## config.mk

```make
export PLATFORM = sky130hd
export DESIGN_NAME = nec_ir_tx
export DESIGN_NICKNAME = d
export VERILOG_FILES = /design/src/rtl/nec_ir_tx.sv
export SDC_FILE = /design/constraint.sdc
export NUM_CORES = 1
export LEC_CHECK = 0
export ABC_AREA = 1
export BUFFER_PORTS_ARGS = -buffer_cell sky130_fd_sc_hd__buf_4
export CAP_MARGIN = 5
export CORE_ASPECT_RATIO = 2
export CORE_MARGIN = 10
export CORE_UTILIZATION = 55
export CTS_CLUSTER_SIZE = 8
export DETAILED_ROUTE_END_ITERATION = 8
export PLACE_DENSITY = 0.79
export SLEW_MARGIN = 5
export SYNTH_ARGS = -nofsm -noshare
export SYNTH_HDL_FRONTEND = slang
export SYNTH_SLANG_ARGS = --single-unit
```

## constraint.sdc

```tcl
create_clock -name clk -period 5.75 [get_ports clk]
set_clock_uncertainty 0.05 [all_clocks]
set_input_delay 1.4375 -clock clk [delete_from_list [all_inputs] [get_ports clk]]
set_output_delay 1.4375 -clock clk [all_outputs]
set_load 0.01 [all_outputs]
```

## src/rtl/nec_ir_tx.sv

```systemverilog
module nec_ir_tx #(
  parameter int TICK_DIV     = 250,
  parameter int HDR_MARK     = 9000,
  parameter int HDR_SPACE    = 4500,
  parameter int BIT_MARK     = 560,
  parameter int ZERO_SPACE   = 560,
  parameter int ONE_SPACE    = 1690,
  parameter int REP_SPACE    = 2250,
  parameter int FRAME_TICKS  = 108000,
  parameter int CARRIER_HALF = 3289,
  parameter int REP_W        = 8
) (
  input  logic             clk,
  input  logic             rst_n,
  input  logic             start,
  input  logic [31:0]      word_in,
  input  logic [REP_W-1:0] repeat_in,
  output logic             busy,
  output logic             done,
  output logic             tx_gate,
  output logic             tx_ir
);
  localparam int PW = $clog2(TICK_DIV + 1);
  localparam int TW = $clog2(FRAME_TICKS + 1);
  localparam int CW = $clog2(CARRIER_HALF + 1);

  typedef enum logic [1:0] {S_IDLE, S_HEAD, S_DATA, S_REPT} state_t;

  state_t           state;
  logic [PW-1:0]    pre;
  logic [TW-1:0]    seg_left, per_left;
  logic [5:0]       step;
  logic             pad, car;
  logic [CW-1:0]    car_cnt;
  logic [31:0]      word;
  logic [REP_W-1:0] reps;
  logic             tick, seg_end, per_end, adv;

  assign busy    = (state != S_IDLE);
  assign tick    = busy && (pre == PW'(TICK_DIV - 1));
  assign seg_end = tick && (seg_left == TW'(1));
  assign per_end = tick && (per_left == TW'(1));
  assign adv     = pad ? per_end : seg_end;
  assign tx_ir   = tx_gate & car;

  always_ff @(posedge clk or negedge rst_n) begin
    if (!rst_n) begin
      state    <= S_IDLE;
      pre      <= '0;
      seg_left <= '0;
      per_left <= '0;
      step     <= '0;
      pad      <= 1'b0;
      tx_gate  <= 1'b0;
      done     <= 1'b0;
      car      <= 1'b0;
      car_cnt  <= '0;
      word     <= 32'hA55A_11EE;
      reps     <= REP_W'(5);
    end else begin
      done <= 1'b0;

      if (state == S_IDLE && start) begin
        car     <= 1'b1;
        car_cnt <= '0;
      end else if (car_cnt == CW'(CARRIER_HALF - 1)) begin
        car     <= ~car;
        car_cnt <= '0;
      end else begin
        car_cnt <= car_cnt + 1'b1;
      end

      if (busy) begin
        pre <= tick ? '0 : pre + 1'b1;
        if (tick) begin
          seg_left <= seg_left - 1'b1;
          per_left <= (per_left == TW'(1)) ? TW'(FRAME_TICKS) : per_left - 1'b1;
        end
      end

      case (state)
        S_IDLE: if (start) begin
          word     <= word_in;
          reps     <= repeat_in;
          state    <= S_HEAD;
          step     <= '0;
          pad      <= 1'b0;
          tx_gate  <= 1'b1;
          pre      <= '0;
          seg_left <= TW'(HDR_MARK);
          per_left <= TW'(FRAME_TICKS);
        end
        S_HEAD: if (adv) begin
          if (step == 6'd0) begin
            step     <= 6'd1;
            tx_gate  <= 1'b0;
            seg_left <= TW'(HDR_SPACE);
          end else begin
            state    <= S_DATA;
            step     <= '0;
            tx_gate  <= 1'b1;
            seg_left <= TW'(BIT_MARK);
          end
        end
        S_DATA: if (adv) begin
          if (tx_gate) begin
            tx_gate <= 1'b0;
            if (step == 6'd32) begin
              if (reps == '0) begin
                state    <= S_IDLE;
                done     <= 1'b1;
                step     <= '0;
                pre      <= '0;
                seg_left <= '0;
                per_left <= '0;
              end else begin
                pad <= 1'b1;
              end
            end else begin
              seg_left <= word[step[4:0]] ? TW'(ONE_SPACE) : TW'(ZERO_SPACE);
            end
          end else if (pad) begin
            state    <= S_REPT;
            step     <= '0;
            pad      <= 1'b0;
            tx_gate  <= 1'b1;
            seg_left <= TW'(HDR_MARK);
          end else begin
            step     <= step + 1'b1;
            tx_gate  <= 1'b1;
            seg_left <= TW'(BIT_MARK);
          end
        end
        S_REPT: if (adv) begin
          case (step)
            6'd0: begin
              step     <= 6'd1;
              tx_gate  <= 1'b0;
              seg_left <= TW'(REP_SPACE);
            end
            6'd1: begin
              step     <= 6'd2;
              tx_gate  <= 1'b1;
              seg_left <= TW'(BIT_MARK);
            end
            6'd2: begin
              tx_gate <= 1'b0;
              reps    <= reps - 1'b1;
              if (reps == REP_W'(1)) begin
                state    <= S_IDLE;
                done     <= 1'b1;
                step     <= '0;
                pre      <= '0;
                seg_left <= '0;
                per_left <= '0;
              end else begin
                step <= 6'd3;
                pad  <= 1'b1;
              end
            end
            default: begin
              step     <= '0;
              pad      <= 1'b0;
              tx_gate  <= 1'b1;
              seg_left <= TW'(HDR_MARK);
            end
          endcase
        end
        default: state <= S_IDLE;
      endcase
    end
  end
endmodule

```

==> run summary, run 1 <==
=================================================================================================
Synthesis-to-layout area growth ....................................................        11.1%
Core region area ...................................................................    12200 µm²
Number of DRC violations after detailed-routing iteration 0 ........................          463
Final total negative setup slack ...................................................         0 ns
Critical-path top delay cell ....................................................... sky130_fd_sc_hd__nor2_2
Reg-to-reg setup timing slack ......................................................      2.70 ns
Number of antenna violations at the first check in global routing ..................            0
Number of clock sinks ..............................................................          106
Final setup violation count ........................................................            0
Vias in the first global route .....................................................         6763
CTS Buf Count ......................................................................            9
Maximum count of clock buffers along a single path .................................            2
Slew Limit Headroom ................................................................        49.8%
Total routing resource utilization after global routing ............................        21.2%
Number of iterations in the first detailed-routing pass ............................            7
Via-to-Cell Ratio ..................................................................         5.58
Count of unresolved DRC violations after routing ...................................            0
Setup repair after global routing missed its margin ................................           no
Fraction of synthesis flops using an asynchronous set or reset pin .................         100%
Vias ...............................................................................         6628
Fraction of layout cells with a size suffix above 1 ................................        10.8%
Count of antenna-violating nets left after detailed routing ........................            0
Dominant synthesized flop cell ..................................................... sky130_fd_sc_hd__dfrtp_1
Post-route total power .............................................................      1.76 mW
Hold-fix buffers at CTS ............................................................            0
Number of buffers inserted to repair setup after CTS ...............................            0
Fin crit share .....................................................................        59.5%
Average size of a mapped cell ......................................................     6.83 µm²
Worst hold-check path type ......................................................... flop to flop
Actual slew at the worst max-slew pin ..............................................     0.754 ns
Cell area after placement ..........................................................     7280 µm²
Detail-routed net length per standard cell .........................................      15.5 µm
IO Count ...........................................................................           47
Critical path, cell by cell ........................................................ nor2_2 > inv_4 > buf_4
EDFF count, synth ..................................................................            0
Run status .........................................................................    completed
Post-cts repair resize count .......................................................            0
Effective utilization at floorplan .................................................        56.0%
Number of buffers inserted by port buffering .......................................           46
Instance count of the mapped netlist ...............................................         1000
Clk pin slew, worst setup/hold paths ...............................................      0.09 ns
Htree depth ........................................................................            3
Synthesis-stage register bit count .................................................          106
Path type of the worst setup path .................................................. flop to output port
Wire length reported by the detailed router ........................................      18.4 mm
Type of origin of the critical path ................................................         flop
Count of fill cells added during filler insertion ..................................         1171
Data arrival time of the worst path ................................................      1.93 ns
Most used cells in the layout excluding fill and tap cells ......................... sky130_fd_sc_hd__nand2_1, sky130_fd_sc_hd__nor2_1, sky130_fd_sc_hd__inv_1
Synth Warn # .......................................................................            0
TritonCTS clock tree ...............................................................         done
Row count ..........................................................................           57
Placed wire-length estimate after detailed placement ...............................      14.0 mm
Max rail drop VDD ..................................................................     0.181 mV
Number of hold-slack violations in the final timing report .........................            0
Most common library cell in the layout ignoring fill and taps ...................... sky130_fd_sc_hd__nand2_1
Die Outline Area ...................................................................    17500 µm²
Clock root buffer master ........................................................... sky130_fd_sc_hd__clkbuf_16
Die Ht .............................................................................       178 µm
Final layout net count .............................................................         1093
Maximum operating frequency ........................................................      293 MHz
Footprint of the multi-input gates .................................................     3640 µm²
Die outline width ..................................................................      98.8 µm
Total non-filler cell area in the finished layout ..................................     7590 µm²
Post-Syn Nets ......................................................................         1057
Weighted congestion reported at the end of routability-driven placement ............         1.03
Share of synthesized area occupied by flip-flops and latches .......................        39.2%
Clock latency reported for the late side of the worst-skew pair ....................      0.36 ns
Final critical-path required period ................................................      3.42 ns
Max Transition Viols Final .........................................................            0
Antenna fix cells ..................................................................            0
Category of the worst setup path capture point .....................................  output port
Total global routing overflow ......................................................            0
Number of distinct library cell variants in the gate-level netlist after synthesis .           44
Fin util ...........................................................................        62.2%
Post-Synthesis Cell Area ...........................................................     6830 µm²
Maximum number of pins on one net before global-route repair .......................           58
Critical-path maximum fanout .......................................................           16
Static leakage power ...............................................................      3.83 nW
Power per standard cell area .......................................................   232 nW/µm²
Area taken by flip-flops and latches ...............................................     2680 µm²
Slowest stage delay, CP ............................................................      0.59 ns
Wire length of the first global-routing pass .......................................      30.9 mm
Crit path required time ............................................................      4.26 ns
Max-cap viol count .................................................................            0
=================================================================================================
## registers in the layout, indices dropped and copies added, names as in the netlist
signal,count
pad,1
car_cnt,12
done,1
step,6
tx_gate,1
seg_left,17
car,1
state,2
reps,8
pre,8
word,32
per_left,17
## per-layer routing
metal	track usage (%)	vias to the layer above	routed length (µm)	share of wire, %
li1	-	3271	-	-
met1	20.9	3065	6590	36
met2	40.2	228	10200	55
met3	3.27	64	762	4.1
met4	12.3	0	880	4.8
met5	0	-	0	0
## cell usage after synthesis (4+ instances only)
cell type | number | area, µm²
sky130_fd_sc_hd__nand2_1 | 342 | 1280
sky130_fd_sc_hd__nor2_1 | 116 | 435
sky130_fd_sc_hd__inv_1 | 101 | 379
sky130_fd_sc_hd__dfrtp_1 | 88 | 2200
sky130_fd_sc_hd__nand3_1 | 81 | 405
sky130_fd_sc_hd__o21ai_0 | 62 | 310
sky130_fd_sc_hd__a21oi_1 | 24 | 120
sky130_fd_sc_hd__nor3_1 | 22 | 110
sky130_fd_sc_hd__xor2_1 | 20 | 175
sky130_fd_sc_hd__nand4_1 | 19 | 119
sky130_fd_sc_hd__dfstp_2 | 18 | 473
sky130_fd_sc_hd__clkbuf_1 | 15 | 56.3
sky130_fd_sc_hd__ha_1 | 14 | 175
sky130_fd_sc_hd__buf_2 | 8 | 40.0
sky130_fd_sc_hd__nand3b_1 | 7 | 52.6
sky130_fd_sc_hd__nor2_2 | 6 | 37.5
sky130_fd_sc_hd__xnor2_1 | 6 | 52.6
sky130_fd_sc_hd__or2_2 | 5 | 31.3
sky130_fd_sc_hd__a21boi_0 | 4 | 30.0
sky130_fd_sc_hd__nor4_1 | 4 | 25.0
sky130_fd_sc_hd__o21ai_1 | 4 | 20.0
## worst max-delay path, delay by kind of cell, from the launching register on
| kind | cells | cell delay (ns) |
|---|---|---|
| AND/OR/NAND/NOR | 1 | 0.59 |
| flip-flops | 1 | 0.50 |
| buffers and inverters | 2 | 0.46 |
## final timing paths
| check | cells after the start | end | start |
|---|---|---|---|
| worst min-delay path | 2 | word[17]$_DFFE_PN1P_ | word[17]$_DFFE_PN1P_ |
| worst max register to register | 7 | seg_left[13]$_DFF_PN0_ | state[1]$_DFFE_PN0P_ |
| min in group asynchronous | 1 | reps[6]$_DFFE_PN0P_ | rst_n |
| worst max-delay path | 3 | busy | state[1]$_DFFE_PN0P_ |
| max in group asynchronous | 2 | step[3]$_DFFE_PN0P_ | rst_n |
| worst min register to register | 2 | word[17]$_DFFE_PN1P_ | word[17]$_DFFE_PN1P_ |
## layout make-up
class | count | share of cell area (%)
timing repair buffer | 51 | 5.05
clock inverter | 7 | 1.02
clock buffer | 9 | 2.97
tap | 147 | 2.42
inverter | 105 | 5.26
multi-input combinational | 763 | 48.0
sequential | 106 | 35.3
## cell families (layout without fill, tap and decap cells)
family	count (synthesis)	in the layout	share of synthesized area, %
XOR/XNOR	26	26	3.33
AND/OR/NAND/NOR	616	616	38.9
AO/OA/AOI/OAI	107	107	8.54
flip-flops	106	106	39.2
buffers and inverters	131	172	7.53
adder cells (fa/ha/maj)	14	14	2.56
## power breakdown
part / switching, mW / internal (mW)
registers: 0.0693 / 0.828
logic: 0.139 / 0.102
clock network: 0.315 / 0.310
total: 0.523 / 1.24
## stage by stage
step	cells	setup WS, ns	hold WS, ns
3_5_place_dp	1172	2.66	0.405
5_1_grt	1188	2.26	0.426
4_1_cts	1188	2.34	0.417
6_report	1188	2.33	0.413
3_3_place_gp	1172	2.68	0.399
2_1_floorplan	1000	3.23	0.382
Power figures use the tool's default switching activity.
==> inputs of run 2 (changes only) <==
ABC_AREA = 0   (was 1)
PLACE_DENSITY = 0.82   (was 0.79)
clock period = 3.1 ns   (was 5.75 ns; I/O delays follow)
==> run summary, run 2 <==
=================================================================================================
Run status .........................................................................    completed
Die Ht .............................................................................       176 µm
Wire length of the first global-routing pass .......................................      33.2 mm
Dominant cells by area after synthesis ............................................. sky130_fd_sc_hd__dfrtp_1, sky130_fd_sc_hd__nand2_1, sky130_fd_sc_hd__dfstp_2
Biggest registers after layout ..................................................... word: 32 flops, per_left: 17 flops, seg_left: 17 flops
Final layout net count .............................................................          860
Wire length reported by the detailed router ........................................      21.2 mm
Worst hold-check path type ......................................................... flop to flop
Number of buffers inserted to repair setup after CTS ...............................            0
Number of antenna violations at the first check in global routing ..................            0
Total routing resource utilization after global routing ............................        23.8%
Htree depth ........................................................................            3
Total global routing overflow ......................................................            0
Weighted congestion reported at the end of routability-driven placement ............         1.04
Die Outline Area ...................................................................    17300 µm²
Vias in the first global route .....................................................         6382
Final critical-path required period ................................................      2.90 ns
Fraction of power consumed by combinational cells ..................................         7.8%
Area taken by flip-flops and latches ...............................................     2680 µm²
Final non-filler cell total ........................................................          955
Clock power share ..................................................................        40.8%
Vias ...............................................................................         6231
Critical-path maximum fanout .......................................................           18
EDFF count, synth ..................................................................            0
Share of synthesized area occupied by flip-flops and latches .......................        39.8%
Die outline width ..................................................................      98.1 µm
Fin crit share .....................................................................        93.5%
Number of DRC violations after detailed-routing iteration 0 ........................          430
Max rail drop VDD ..................................................................     0.416 mV
Post-Syn Nets ......................................................................          813
Simple-gate share of the synthesized area ..........................................        29.3%
Slowest stage delay, CP ............................................................      0.55 ns
Final setup violation count ........................................................            0
Number of distinct library cell variants in the gate-level netlist after synthesis .           92
Hold-fix buffers at CTS ............................................................            0
Effective utilization at floorplan .................................................        55.7%
Placed wire-length estimate after detailed placement ...............................      15.6 mm
Data arrival time of the worst path ................................................      2.07 ns
Final total negative setup slack ...................................................         0 ns
Synthesized-area fraction occupied by ao, oa, aoi and oai cells ....................        15.9%
Dominant synthesized flop cell ..................................................... sky130_fd_sc_hd__dfrtp_1
Clock root buffer master ........................................................... sky130_fd_sc_hd__clkbuf_16
Worst slack after detailed placement ...............................................     0.395 ns
Slew Limit Headroom ................................................................        38.3%
Number of hold-slack violations in the final timing report .........................            0
Detail-routed net length per standard cell .........................................      22.2 µm
Antenna fix cells ..................................................................            0
Net switching power figure .........................................................     0.753 mW
Count of fill cells added during filler insertion ..................................         1009
Largest family of logic cells by synthesized area .................................. simple AND/OR/NAND/NOR gates
XOR/XNOR Fraction of Synth Area ....................................................        4.04%
Instance count of the mapped netlist ...............................................          756
Clock latency reported for the late side of the worst-skew pair ....................      0.36 ns
Most common library cell in the layout ignoring fill and taps ...................... sky130_fd_sc_hd__nand2_1
Cell types with the highest counts after synthesis ................................. sky130_fd_sc_hd__nand2_1, sky130_fd_sc_hd__dfrtp_1, sky130_fd_sc_hd__nor2_1
Average size of a mapped cell ......................................................     8.88 µm²
Switch share .......................................................................        25.6%
Synthesis-stage register bit count .................................................          106
Core region area ...................................................................    12100 µm²
Synth Warn # .......................................................................            0
Number of placed cells counting well taps ..........................................          939
IO Count ...........................................................................           47
Count of antenna-violating nets left after detailed routing ........................            0
Footprint of the multi-input gates .................................................     3720 µm²
CTS Buf Count ......................................................................            9
Maximum operating frequency ........................................................      345 MHz
Most frequent cell on the critical path ............................................ sky130_fd_sc_hd__buf_4
Register bank with the most flops ..................................................         word
Hold Slack .........................................................................     0.412 ns
Actual slew at the worst max-slew pin ..............................................     0.925 ns
Fraction of synthesis flops using an asynchronous set or reset pin .................         100%
Clk pin slew, worst setup/hold paths ...............................................      0.08 ns
Static leakage power ...............................................................      3.24 nW
Count of unresolved DRC violations after routing ...................................            0
Setup ws final .....................................................................     0.201 ns
Maximum count of clock buffers along a single path .................................            2
Maximum number of pins on one net before global-route repair .......................           57
Critical-path top delay cell ....................................................... sky130_fd_sc_hd__nor2_1
Crit path required time ............................................................      2.27 ns
Row count ..........................................................................           57
Number of flip-flops under the largest register name ...............................           32
Internal Power .....................................................................      2.19 mW
Synthesis-to-layout area growth ....................................................        12.5%
Critical path, cell by cell ........................................................ nor2_1 > clkinv_1 > buf_4 > buf_4
Max Transition Viols Final .........................................................            0
Category of the worst setup path capture point .....................................  output port
Type of origin of the critical path ................................................         flop
Power per standard cell area .......................................................   389 nW/µm²
Most used cells in the layout excluding fill and tap cells ......................... sky130_fd_sc_hd__nand2_1, sky130_fd_sc_hd__dfrtp_1, sky130_fd_sc_hd__buf_4
Via-to-Cell Ratio ..................................................................         6.52
TritonCTS clock tree ...............................................................         done
Relative contribution of sequential cells to total power ...........................        51.4%
Post-cts repair resize count .......................................................            0
Cell type with the highest aggregate area in the netlist ........................... sky130_fd_sc_hd__dfrtp_1
Top-count cell post-synth .......................................................... sky130_fd_sc_hd__nand2_1
Fraction of layout cells with a size suffix above 1 ................................        19.2%
Synth top area share ...............................................................        32.8%
Path type of the worst setup path .................................................. flop to output port
Post-synthesis adder-cell area fraction ............................................        2.61%
Number of clock sinks ..............................................................          106
Multiplexer fraction of the synthesized cell area ..................................        3.35%
Number of buffers inserted by port buffering .......................................           46
Max-cap viol count .................................................................            0
Post-Synthesis Cell Area ...........................................................     6720 µm²
Setup repair after global routing missed its margin ................................           no
Number of iterations in the first detailed-routing pass ............................            6
=================================================================================================
run 2: changes by cell type after synthesis, moves of 38 or more:
cell / delta
sky130_fd_sc_hd__nand3_1: -53
sky130_fd_sc_hd__nor2_1: -51
sky130_fd_sc_hd__inv_1: -82
sky130_fd_sc_hd__nand2_1: -200
sky130_fd_sc_hd__o21ai_0: -38
run 2: area by class of cell:
cell class                 count  area share [%]
multi-input combinational    588            49.2
clock buffer                  10            3.03
clock inverter                 6           0.994
inverter                      20           0.994
sequential                   106            35.4
tap                          147            2.43
timing repair buffer          78            7.92
run 2: routing by layer:
| metal | vias up | GRT usage [%] | wire length [µm] |
|---|---|---|---|
| met5 | - | 0 | 0 |
| li1 | 2829 | - | - |
| met3 | 117 | 5.21 | 1390 |
| met4 | 0 | 17.5 | 1680 |
| met1 | 2971 | 22.2 | 6800 |
| met2 | 314 | 43.8 | 11300 |
run 2: power groups by stage:
stage | combinational [mW] | sequential [mW] | clock, mW
global placement | 0.221 | 1.53 | 0
detailed placement | 0.231 | 1.54 | 0
floorplan | 0.113 | 1.53 | 0
CTS | 0.232 | 1.51 | 1.21
global route | 0.259 | 1.53 | 1.25
finish | 0.230 | 1.51 | 1.20
run 2: logic make-up after synthesis:
kind of cell / count (synthesis)
adders and majority gates: 14
xor gates and xnor gates: 31
and+or+nand+nor: 379
buffers and inverters: 62
DFF: 106
AOI/OAI and AO/OA: 147
muxes: 17
run 2: stage by stage:
stage               utilization (%)  instance area, µm²  total power, mW
floorplan                         -                6720             1.64
global placement               60.2                7250             1.76
detailed placement             60.2                7250             1.77
CTS                            62.7                7550             2.95
global route                   62.7                7550             3.04
finish                         62.7                7550             2.94
run 2: worst paths after layout:
| path | startpoint | end | slack, ns | cells past startpoint |
|---|---|---|---|---|
| setup / recovery | state[0]$_DFFE_PN0P_ | busy | 0.20 | 4 |
| hold / removal | word[19]$_DFFE_PN1P_ | word[19]$_DFFE_PN1P_ | 0.41 | 2 |
| setup reg to reg | per_left[1]$_DFF_PN0_ | per_left[10]$_DFF_PN0_ | 0.36 | 9 |
| hold reg to reg | word[19]$_DFFE_PN1P_ | word[19]$_DFFE_PN1P_ | 0.41 | 2 |
| max in group asynchronous | rst_n | seg_left[2]$_DFF_PN0_ | 1.75 | 2 |
| min in group asynchronous | rst_n | reps[1]$_DFFE_PN0P_ | 0.42 | 1 |
run 2: critical path: cells and delay by family, from the launching register on:
kind	cells	cell delay [ns]
buffers and inverters	3	0.70
AND/OR/NAND/NOR	1	0.55
flip-flops	1	0.46
